[config.mk]
export PLATFORM = sky130hd
export DESIGN_NAME = cmd_mailbox
export DESIGN_NICKNAME = d
export VERILOG_FILES = /design/src/rtl/cmdmb_pkg.sv /design/src/rtl/cmdmb_stage.sv /design/src/rtl/cmdmb_issue.sv /design/src/rtl/cmdmb_resp.sv /design/src/rtl/cmd_mailbox.sv
export SDC_FILE = /design/constraint.sdc
export NUM_CORES = 1
export LEC_CHECK = 0
export ABC_AREA = 1
export BUFFER_PORTS_ARGS = -buffer_cell sky130_fd_sc_hd__buf_4
export CAP_MARGIN = 20
export CELL_PAD_IN_SITES_DETAIL_PLACEMENT = 0
export CELL_PAD_IN_SITES_GLOBAL_PLACEMENT = 1
export CORE_ASPECT_RATIO = 0.7
export CORE_MARGIN = 2
export CORE_UTILIZATION = 35
export DETAILED_ROUTE_END_ITERATION = 10
export GPL_TIMING_DRIVEN = 0
export PLACE_DENSITY = 0.75
export SLEW_MARGIN = 20
export SYNTH_ARGS = -nofsm -noshare
export SYNTH_HDL_FRONTEND = slang
export SYNTH_SLANG_ARGS = --single-unit
[constraint.sdc]
create_clock -name clk -period 1.6 [get_ports clk]
set_clock_uncertainty 0.15 [all_clocks]
set_input_delay 0.4 -clock clk [delete_from_list [all_inputs] [get_ports clk]]
set_output_delay 0.4 -clock clk [all_outputs]
set_load 0.1 [all_outputs]
[src/rtl/cmdmb_pkg.sv]
package cmdmb_pkg;
   localparam int unsigned ADDR_W = 3;

   typedef enum logic [ADDR_W-1:0] {
      OFS_CMD_HI = 3'd0,
      OFS_CMD_LO = 3'd1,
      OFS_RSP_HI = 3'd2,
      OFS_RSP_LO = 3'd3,
      OFS_STAT   = 3'd4
   } cmdmb_ofs_e;

   localparam int unsigned ST_RVALID = 0;
   localparam int unsigned ST_BUSY   = 1;
   localparam int unsigned ST_OVR    = 2;
   localparam int unsigned ST_W      = 3;
endpackage

[src/rtl/cmdmb_stage.sv]
module cmdmb_stage #(
   parameter int unsigned WORD_W = 32
) (
   input  logic              clk,
   input  logic              rst_n,
   input  logic              load,
   input  logic [WORD_W-1:0] din,
   output logic [WORD_W-1:0] hi_q
);
   always_ff @(posedge clk or negedge rst_n) begin
      if (!rst_n)    hi_q <= '0;
      else if (load) hi_q <= din;
   end
endmodule

[src/rtl/cmdmb_issue.sv]
module cmdmb_issue #(
   parameter int unsigned WORD_W = 32,
   localparam int unsigned CMD_W = 2 * WORD_W
) (
   input  logic              clk,
   input  logic              rst_n,
   input  logic              launch_req,
   input  logic [WORD_W-1:0] lo_word,
   input  logic [WORD_W-1:0] hi_word,
   input  logic              rvalid_i,
   input  logic              clr_ovr,
   input  logic              cmd_ready,
   input  logic              rsp_valid,
   output logic              cmd_valid,
   output logic [CMD_W-1:0]  cmd_data,
   output logic              busy,
   output logic              take_rsp,
   output logic              overrun
);
   logic accept;

   always_comb begin
      accept   = launch_req & ~busy & ~rvalid_i;
      take_rsp = busy & ~cmd_valid & rsp_valid;
   end

   always_ff @(posedge clk or negedge rst_n) begin
      if (!rst_n) begin
         busy      <= 1'b0;
         cmd_valid <= 1'b0;
         cmd_data  <= '0;
         overrun   <= 1'b0;
      end else begin
         if (accept) begin
            busy      <= 1'b1;
            cmd_valid <= 1'b1;
            cmd_data  <= {hi_word, lo_word};
         end else begin
            if (cmd_valid && cmd_ready) cmd_valid <= 1'b0;
            if (take_rsp)               busy      <= 1'b0;
         end
         if (launch_req && !accept) overrun <= 1'b1;
         else if (clr_ovr)          overrun <= 1'b0;
      end
   end
endmodule

[src/rtl/cmdmb_resp.sv]
module cmdmb_resp #(
   parameter int unsigned WORD_W = 32,
   parameter int unsigned NWORDS = 2,
   localparam int unsigned RSP_W = NWORDS * WORD_W
) (
   input  logic                          clk,
   input  logic                          rst_n,
   input  logic                          take,
   input  logic                          clr_rv,
   input  logic [RSP_W-1:0]              rsp_data,
   output logic [NWORDS-1:0][WORD_W-1:0] rsp_q,
   output logic                          rvalid
);
   for (genvar w = 0; w < NWORDS; w++) begin : g_word
      always_ff @(posedge clk or negedge rst_n) begin
         if (!rst_n)    rsp_q[w] <= '0;
         else if (take) rsp_q[w] <= rsp_data[w*WORD_W +: WORD_W];
      end
   end

   always_ff @(posedge clk or negedge rst_n) begin
      if (!rst_n)      rvalid <= 1'b0;
      else if (take)   rvalid <= 1'b1;
      else if (clr_rv) rvalid <= 1'b0;
   end
endmodule

[src/rtl/cmd_mailbox.sv]
module cmd_mailbox
   import cmdmb_pkg::*;
#(
   parameter int unsigned WORD_W = 32,
   localparam int unsigned CMD_W = 2 * WORD_W
) (
   input  logic              clk,
   input  logic              rst_n,
   input  logic              reg_wr,
   input  logic [ADDR_W-1:0] reg_addr,
   input  logic [WORD_W-1:0] reg_wdata,
   input  logic [ADDR_W-1:0] reg_raddr,
   output logic [WORD_W-1:0] reg_rdata,
   output logic              cmd_valid,
   input  logic              cmd_ready,
   output logic [CMD_W-1:0]  cmd_data,
   input  logic              rsp_valid,
   input  logic [CMD_W-1:0]  rsp_data
);
   if (WORD_W < 16) begin : g_bad_width
      $error("cmd_mailbox: WORD_W must hold bit 14 fields");
   end

   logic                   wr_hi, wr_lo, wr_st, clr_rv, clr_ovr;
   logic [WORD_W-1:0]      hi_q;
   logic                   busy_w, take_w, ovr_w, rvalid_w;
   logic [1:0][WORD_W-1:0] rsp_q;
   logic [CMD_W-1:0]       rsp_flat;
   logic [ST_W-1:0]        stat;

   always_comb begin
      wr_hi   = reg_wr && (reg_addr == OFS_CMD_HI);
      wr_lo   = reg_wr && (reg_addr == OFS_CMD_LO);
      wr_st   = reg_wr && (reg_addr == OFS_STAT);
      clr_rv  = wr_st && (reg_wdata[ST_RVALID] || (reg_wdata == '0));
      clr_ovr = wr_st && reg_wdata[ST_OVR];
      rsp_flat = rsp_q;
      stat    = '0;
      stat[ST_RVALID] = rvalid_w;
      stat[ST_BUSY]   = busy_w;
      stat[ST_OVR]    = ovr_w;
   end

   cmdmb_stage #(.WORD_W(WORD_W)) u_stage (
      .clk(clk), .rst_n(rst_n), .load(wr_hi), .din(reg_wdata), .hi_q(hi_q)
   );

   cmdmb_issue #(.WORD_W(WORD_W)) u_issue (
      .clk(clk), .rst_n(rst_n), .launch_req(wr_lo), .lo_word(reg_wdata),
      .hi_word(hi_q), .rvalid_i(rvalid_w), .clr_ovr(clr_ovr),
      .cmd_ready(cmd_ready), .rsp_valid(rsp_valid), .cmd_valid(cmd_valid),
      .cmd_data(cmd_data), .busy(busy_w), .take_rsp(take_w), .overrun(ovr_w)
   );

   cmdmb_resp #(.WORD_W(WORD_W), .NWORDS(2)) u_resp (
      .clk(clk), .rst_n(rst_n), .take(take_w), .clr_rv(clr_rv),
      .rsp_data(rsp_data), .rsp_q(rsp_q), .rvalid(rvalid_w)
   );

   always_comb begin
      case (reg_raddr)
         OFS_CMD_HI: reg_rdata = hi_q;
         OFS_RSP_HI: reg_rdata = rsp_q[1];
         OFS_RSP_LO: reg_rdata = rsp_q[0];
         OFS_STAT:   reg_rdata = {{(WORD_W-ST_W){1'b0}}, stat};
         default:    reg_rdata = '0;
      endcase
   end
endmodule

==> key figures <==
Clock network
  • Clock tree root buffer cell: sky130_fd_sc_hd__clkbuf_16
  • Clock buffers created by TritonCTS: 17
  • Clock edge transition at the registers on the reported setup and hold paths: 0.07 ns
  • Total clock sinks: 164
  • Number of H-tree branching levels: 4
  • Clock Path Buffers: 2
  • TritonCTS clock tree: built
  • Worst-Skew Late Latency: 0.43 ns

Logic synthesis
  • Synthesis warning total: 0
  • Cell type with the highest aggregate area in the netlist: sky130_fd_sc_hd__dfrtp_1
  • Synthesized area divided by synthesized cell count: 8.817 sq um
  • Synth Net Count: 918
  • Yosys top cell area share: 57.39%
  • Syn Inst Count: 811
  • Flop and latch count out of synthesis: 164
  • Distinct cells, synth: 19
  • Async SR Flop Fraction: 100.0%
  • Sequential fraction of the synthesis area: 57.39%
  • Count of flip-flops with a built-in enable after synthesis: 0
  • Cell types occupying the most area after synthesis: sky130_fd_sc_hd__dfrtp_1 57%, sky130_fd_sc_hd__nand2_1 19%, sky130_fd_sc_hd__o21ai_2 6.7%
  • Total standard cell area after synthesis: 7151 sq um
  • Most instantiated flip-flop cell in the synthesis netlist: sky130_fd_sc_hd__dfrtp_1

STA
  • Hold WS: -0.2356 ns
  • Setup slack of the critical path after layout: -0.4182 ns
  • Min Clock Period, post-route: 2.018 ns
  • Timing-limited maximum frequency: 0.4955 GHz
  • Actual slew at the worst max-slew pin: 0.5574 ns
  • Count of pins over their slew limit: 0
  • Summed negative setup slack over all endpoints: -11.64 ns
  • Final setup violation count: 33
  • Hold Violations, Final: 70
  • Final worst-path cycle share: 126.1%
  • RSZ-0062 raised after global routing: true
  • Max_slew headroom: 62.84%

Die
  • IO Pins: 204
  • Core outline area: 19910 sq um
  • Die footprint: 21610 sq um
  • Site Rows: 43
  • Die Width: 174.8 microns
  • Starting Density: 35.92%
  • Die extent in y: 123.6 microns

Detailed routing
  • Highest routed layer: met4
  • Routed vias: 6234
  • Remaining DRCs: 0
  • Routed len/inst: 17.19 microns
  • Detail-routed via count per cell: 4.635
  • 1st-iter DRT viols: 463
  • Antenna Nets Post-Route: 0
  • Met2 wire len: 9.941 mm
  • Routed wire length: 23.13 mm
  • Router iterations before antenna repair: 4
  • Sum of routed wire segments on met1: 11.78 mm
  • Detail Route met3 WL: 1.157 mm

Run
  • Max Cap Viol: 0

Final layout
  • Utilization after layout: 56.17%
  • Count of nets after finishing: 1169
  • Area Growth Syn to Fin: 56.36%
  • Share of cells above drive strength 1: 37.30%
  • Fin cells: 1345
  • Antenna diode instance count: 0
  • Filler Cells Inserted: 1770

Placement
  • Gpl congestion: 0.7962
  • Post-DP HPWL: 16.39 mm
  • Post-placement setup slack: -0.7882 ns
  • Count of buffers inserted at the top-level ports: 203
  • Placed Cells: 1285

GRT
  • Pin count of the biggest net entering global routing: 95
  • Number of global-route vias before repair: 6189
  • Wire length of the first global-routing pass: 35.24 mm
  • Number of antenna violations at the first check in global routing: 0
  • Total congestion overflow: 0
  • Total GRT Usage: 22.00%

Setup path
  • WP depth: 7
  • CP Buf/Inv Count: 4
  • CP Launch Type: primary input
  • Kind of cell adding the most delay to the critical path: buffers and inverters
  • Crit. End Element: output pin
  • Slowest Stage Delay on Critical Path: 0.28 ns
  • Worst-path fanout max: 6
  • R2r worst-path depth: 7
  • Crit-path cells: buf_8 -> nand3b_1 -> inv_4 -> buf_6 -> nand2_1 -> o211ai_1 -> buf_6
  • Worst endpoint data arrival time: 1.47 ns
  • Critical Path RT: 1.05 ns
  • Most numerous cell on the critical path: sky130_fd_sc_hd__buf_6
  • Worst path slowest cell: sky130_fd_sc_hd__buf_6
  • Type of the worst setup path: in2out

Power and ir drop
  • Static power due to leakage: 0.005603 uW
  • Power density over the cells: 2187 nW/um^2
  • Worst voltage drop across the vdd grid: 1.517 mV

Min path
  • Class of the most critical hold timing path: in2async

Status
  • Run status: finished, violations left
  • Violations in the final reports: negative hold slack, negative setup slack
per-stage QoR:
stage	total power [uW]	area (sq um)	hold WS [ns]
after floorplan	14720	7218	-0.04559
after global placement	17300	9080	0.3124
after detailed placement	17400	9115	0.2522
after CTS	23610	10740	-0.2132
after global routing	25450	11180	-0.2047
final	24460	11180	-0.2356
cell usage in the layout, fill, tap and decap left out, types with 6 or more instances in the layout:
cell type,netlist,layout
sky130_fd_sc_hd__buf_6,13,56
sky130_fd_sc_hd__nor2_1,22,20
sky130_fd_sc_hd__dlygate4sd3_1,0,6
sky130_fd_sc_hd__o211ai_1,29,29
sky130_fd_sc_hd__nand2_4,0,6
sky130_fd_sc_hd__buf_8,0,11
sky130_fd_sc_hd__nand2_2,1,15
sky130_fd_sc_hd__dfrtp_1,164,163
sky130_fd_sc_hd__nand2_1,368,348
sky130_fd_sc_hd__inv_2,0,16
sky130_fd_sc_hd__o21ai_0,41,41
sky130_fd_sc_hd__o21ai_2,55,55
sky130_fd_sc_hd__inv_1,71,52
sky130_fd_sc_hd__clkbuf_1,11,6
sky130_fd_sc_hd__buf_4,0,120
sky130_fd_sc_hd__buf_12,0,63
sky130_fd_sc_hd__clkbuf_16,0,18
synth_stat cells, types with 2 or more instances:
cell type                     n
sky130_fd_sc_hd__nand3_1      7
sky130_fd_sc_hd__inv_1       71
sky130_fd_sc_hd__mux2_4       2
sky130_fd_sc_hd__nand2_1    368
sky130_fd_sc_hd__buf_6       13
sky130_fd_sc_hd__buf_2       19
sky130_fd_sc_hd__o2111ai_1    2
sky130_fd_sc_hd__o21ai_0     41
sky130_fd_sc_hd__o21ai_1      2
sky130_fd_sc_hd__clkbuf_1    11
sky130_fd_sc_hd__o21ai_2     55
sky130_fd_sc_hd__nor2_1      22
sky130_fd_sc_hd__o211ai_1    29
sky130_fd_sc_hd__dfrtp_1    164
worst paths after layout:
| path | startpoint | end | slack, ns |
|---|---|---|---|
| worst max-delay path | reg_raddr[0] | reg_rdata[20] | -0.42 |
| worst min-delay path | rst_n | u_issue.cmd_data[30] | -0.24 |
| worst max register to register | u_issue.busy | u_issue.cmd_data[60] | 0.06 |
| worst min register to register | u_resp.rsp_q[23] | u_resp.rsp_q[23] | 0.33 |
| max in group asynchronous | rst_n | u_resp.rsp_q[46] | 0.64 |
| min in group clk | rsp_data[39] | u_resp.rsp_q[39] | 0.02 |
where the power goes:
part	switching, uW	internal (uW)	total [uW]
logic	8440	4330	12800
clock network	1850	2680	4520
registers	1400	5760	7160
total	11700	12800	24500
cells by family (layout without fill, tap and decap cells):
logic type | Yosys count | after routing | share of synthesized area [%]
flops | 164 | 164 | 57.39
mux | 2 | 2 | 0.4200
simple gates | 402 | 402 | 21.47
compound gates | 129 | 129 | 13.04
buf+inv | 114 | 378 | 7.682
layer usage:
layer,global-route usage [%],vias to the layer above
li1,-,3070
met1,33.98,2985
met2,30.81,162
met3,4.731,17
met4,6.198,0
met5,0,-
state kept, by name (all words and copies together) (netlist names):
register / count
u_resp.rsp_q: 64
u_resp.rvalid: 1
u_issue.busy: 1
u_issue.cmd_valid: 1
u_issue.overrun: 1
u_issue.cmd_data: 64
u_stage.hi_q: 32
layout make-up:
class	instances	area, sq um	share of cell area, %
buffer	43	426.7	3.816
clock buffer	18	429.2	3.838
inverter	71	279.0	2.496
clock inverter	14	214.0	1.914
sequential	164	4108	36.74
multi-input combinational	533	2633	23.55
tap	270	337.8	3.021
timing repair buffer	232	2754	24.63
what timing repair did:
action	CTS	global route
hold buffers	5	1
endpoints found under the setup margin	147	165
setup buffers	8	10
hold endpoints to repair	75	71
cloned	4	0
pin swaps	20	15
resized for setup	236	91
(Power assumes the default switching activity.)
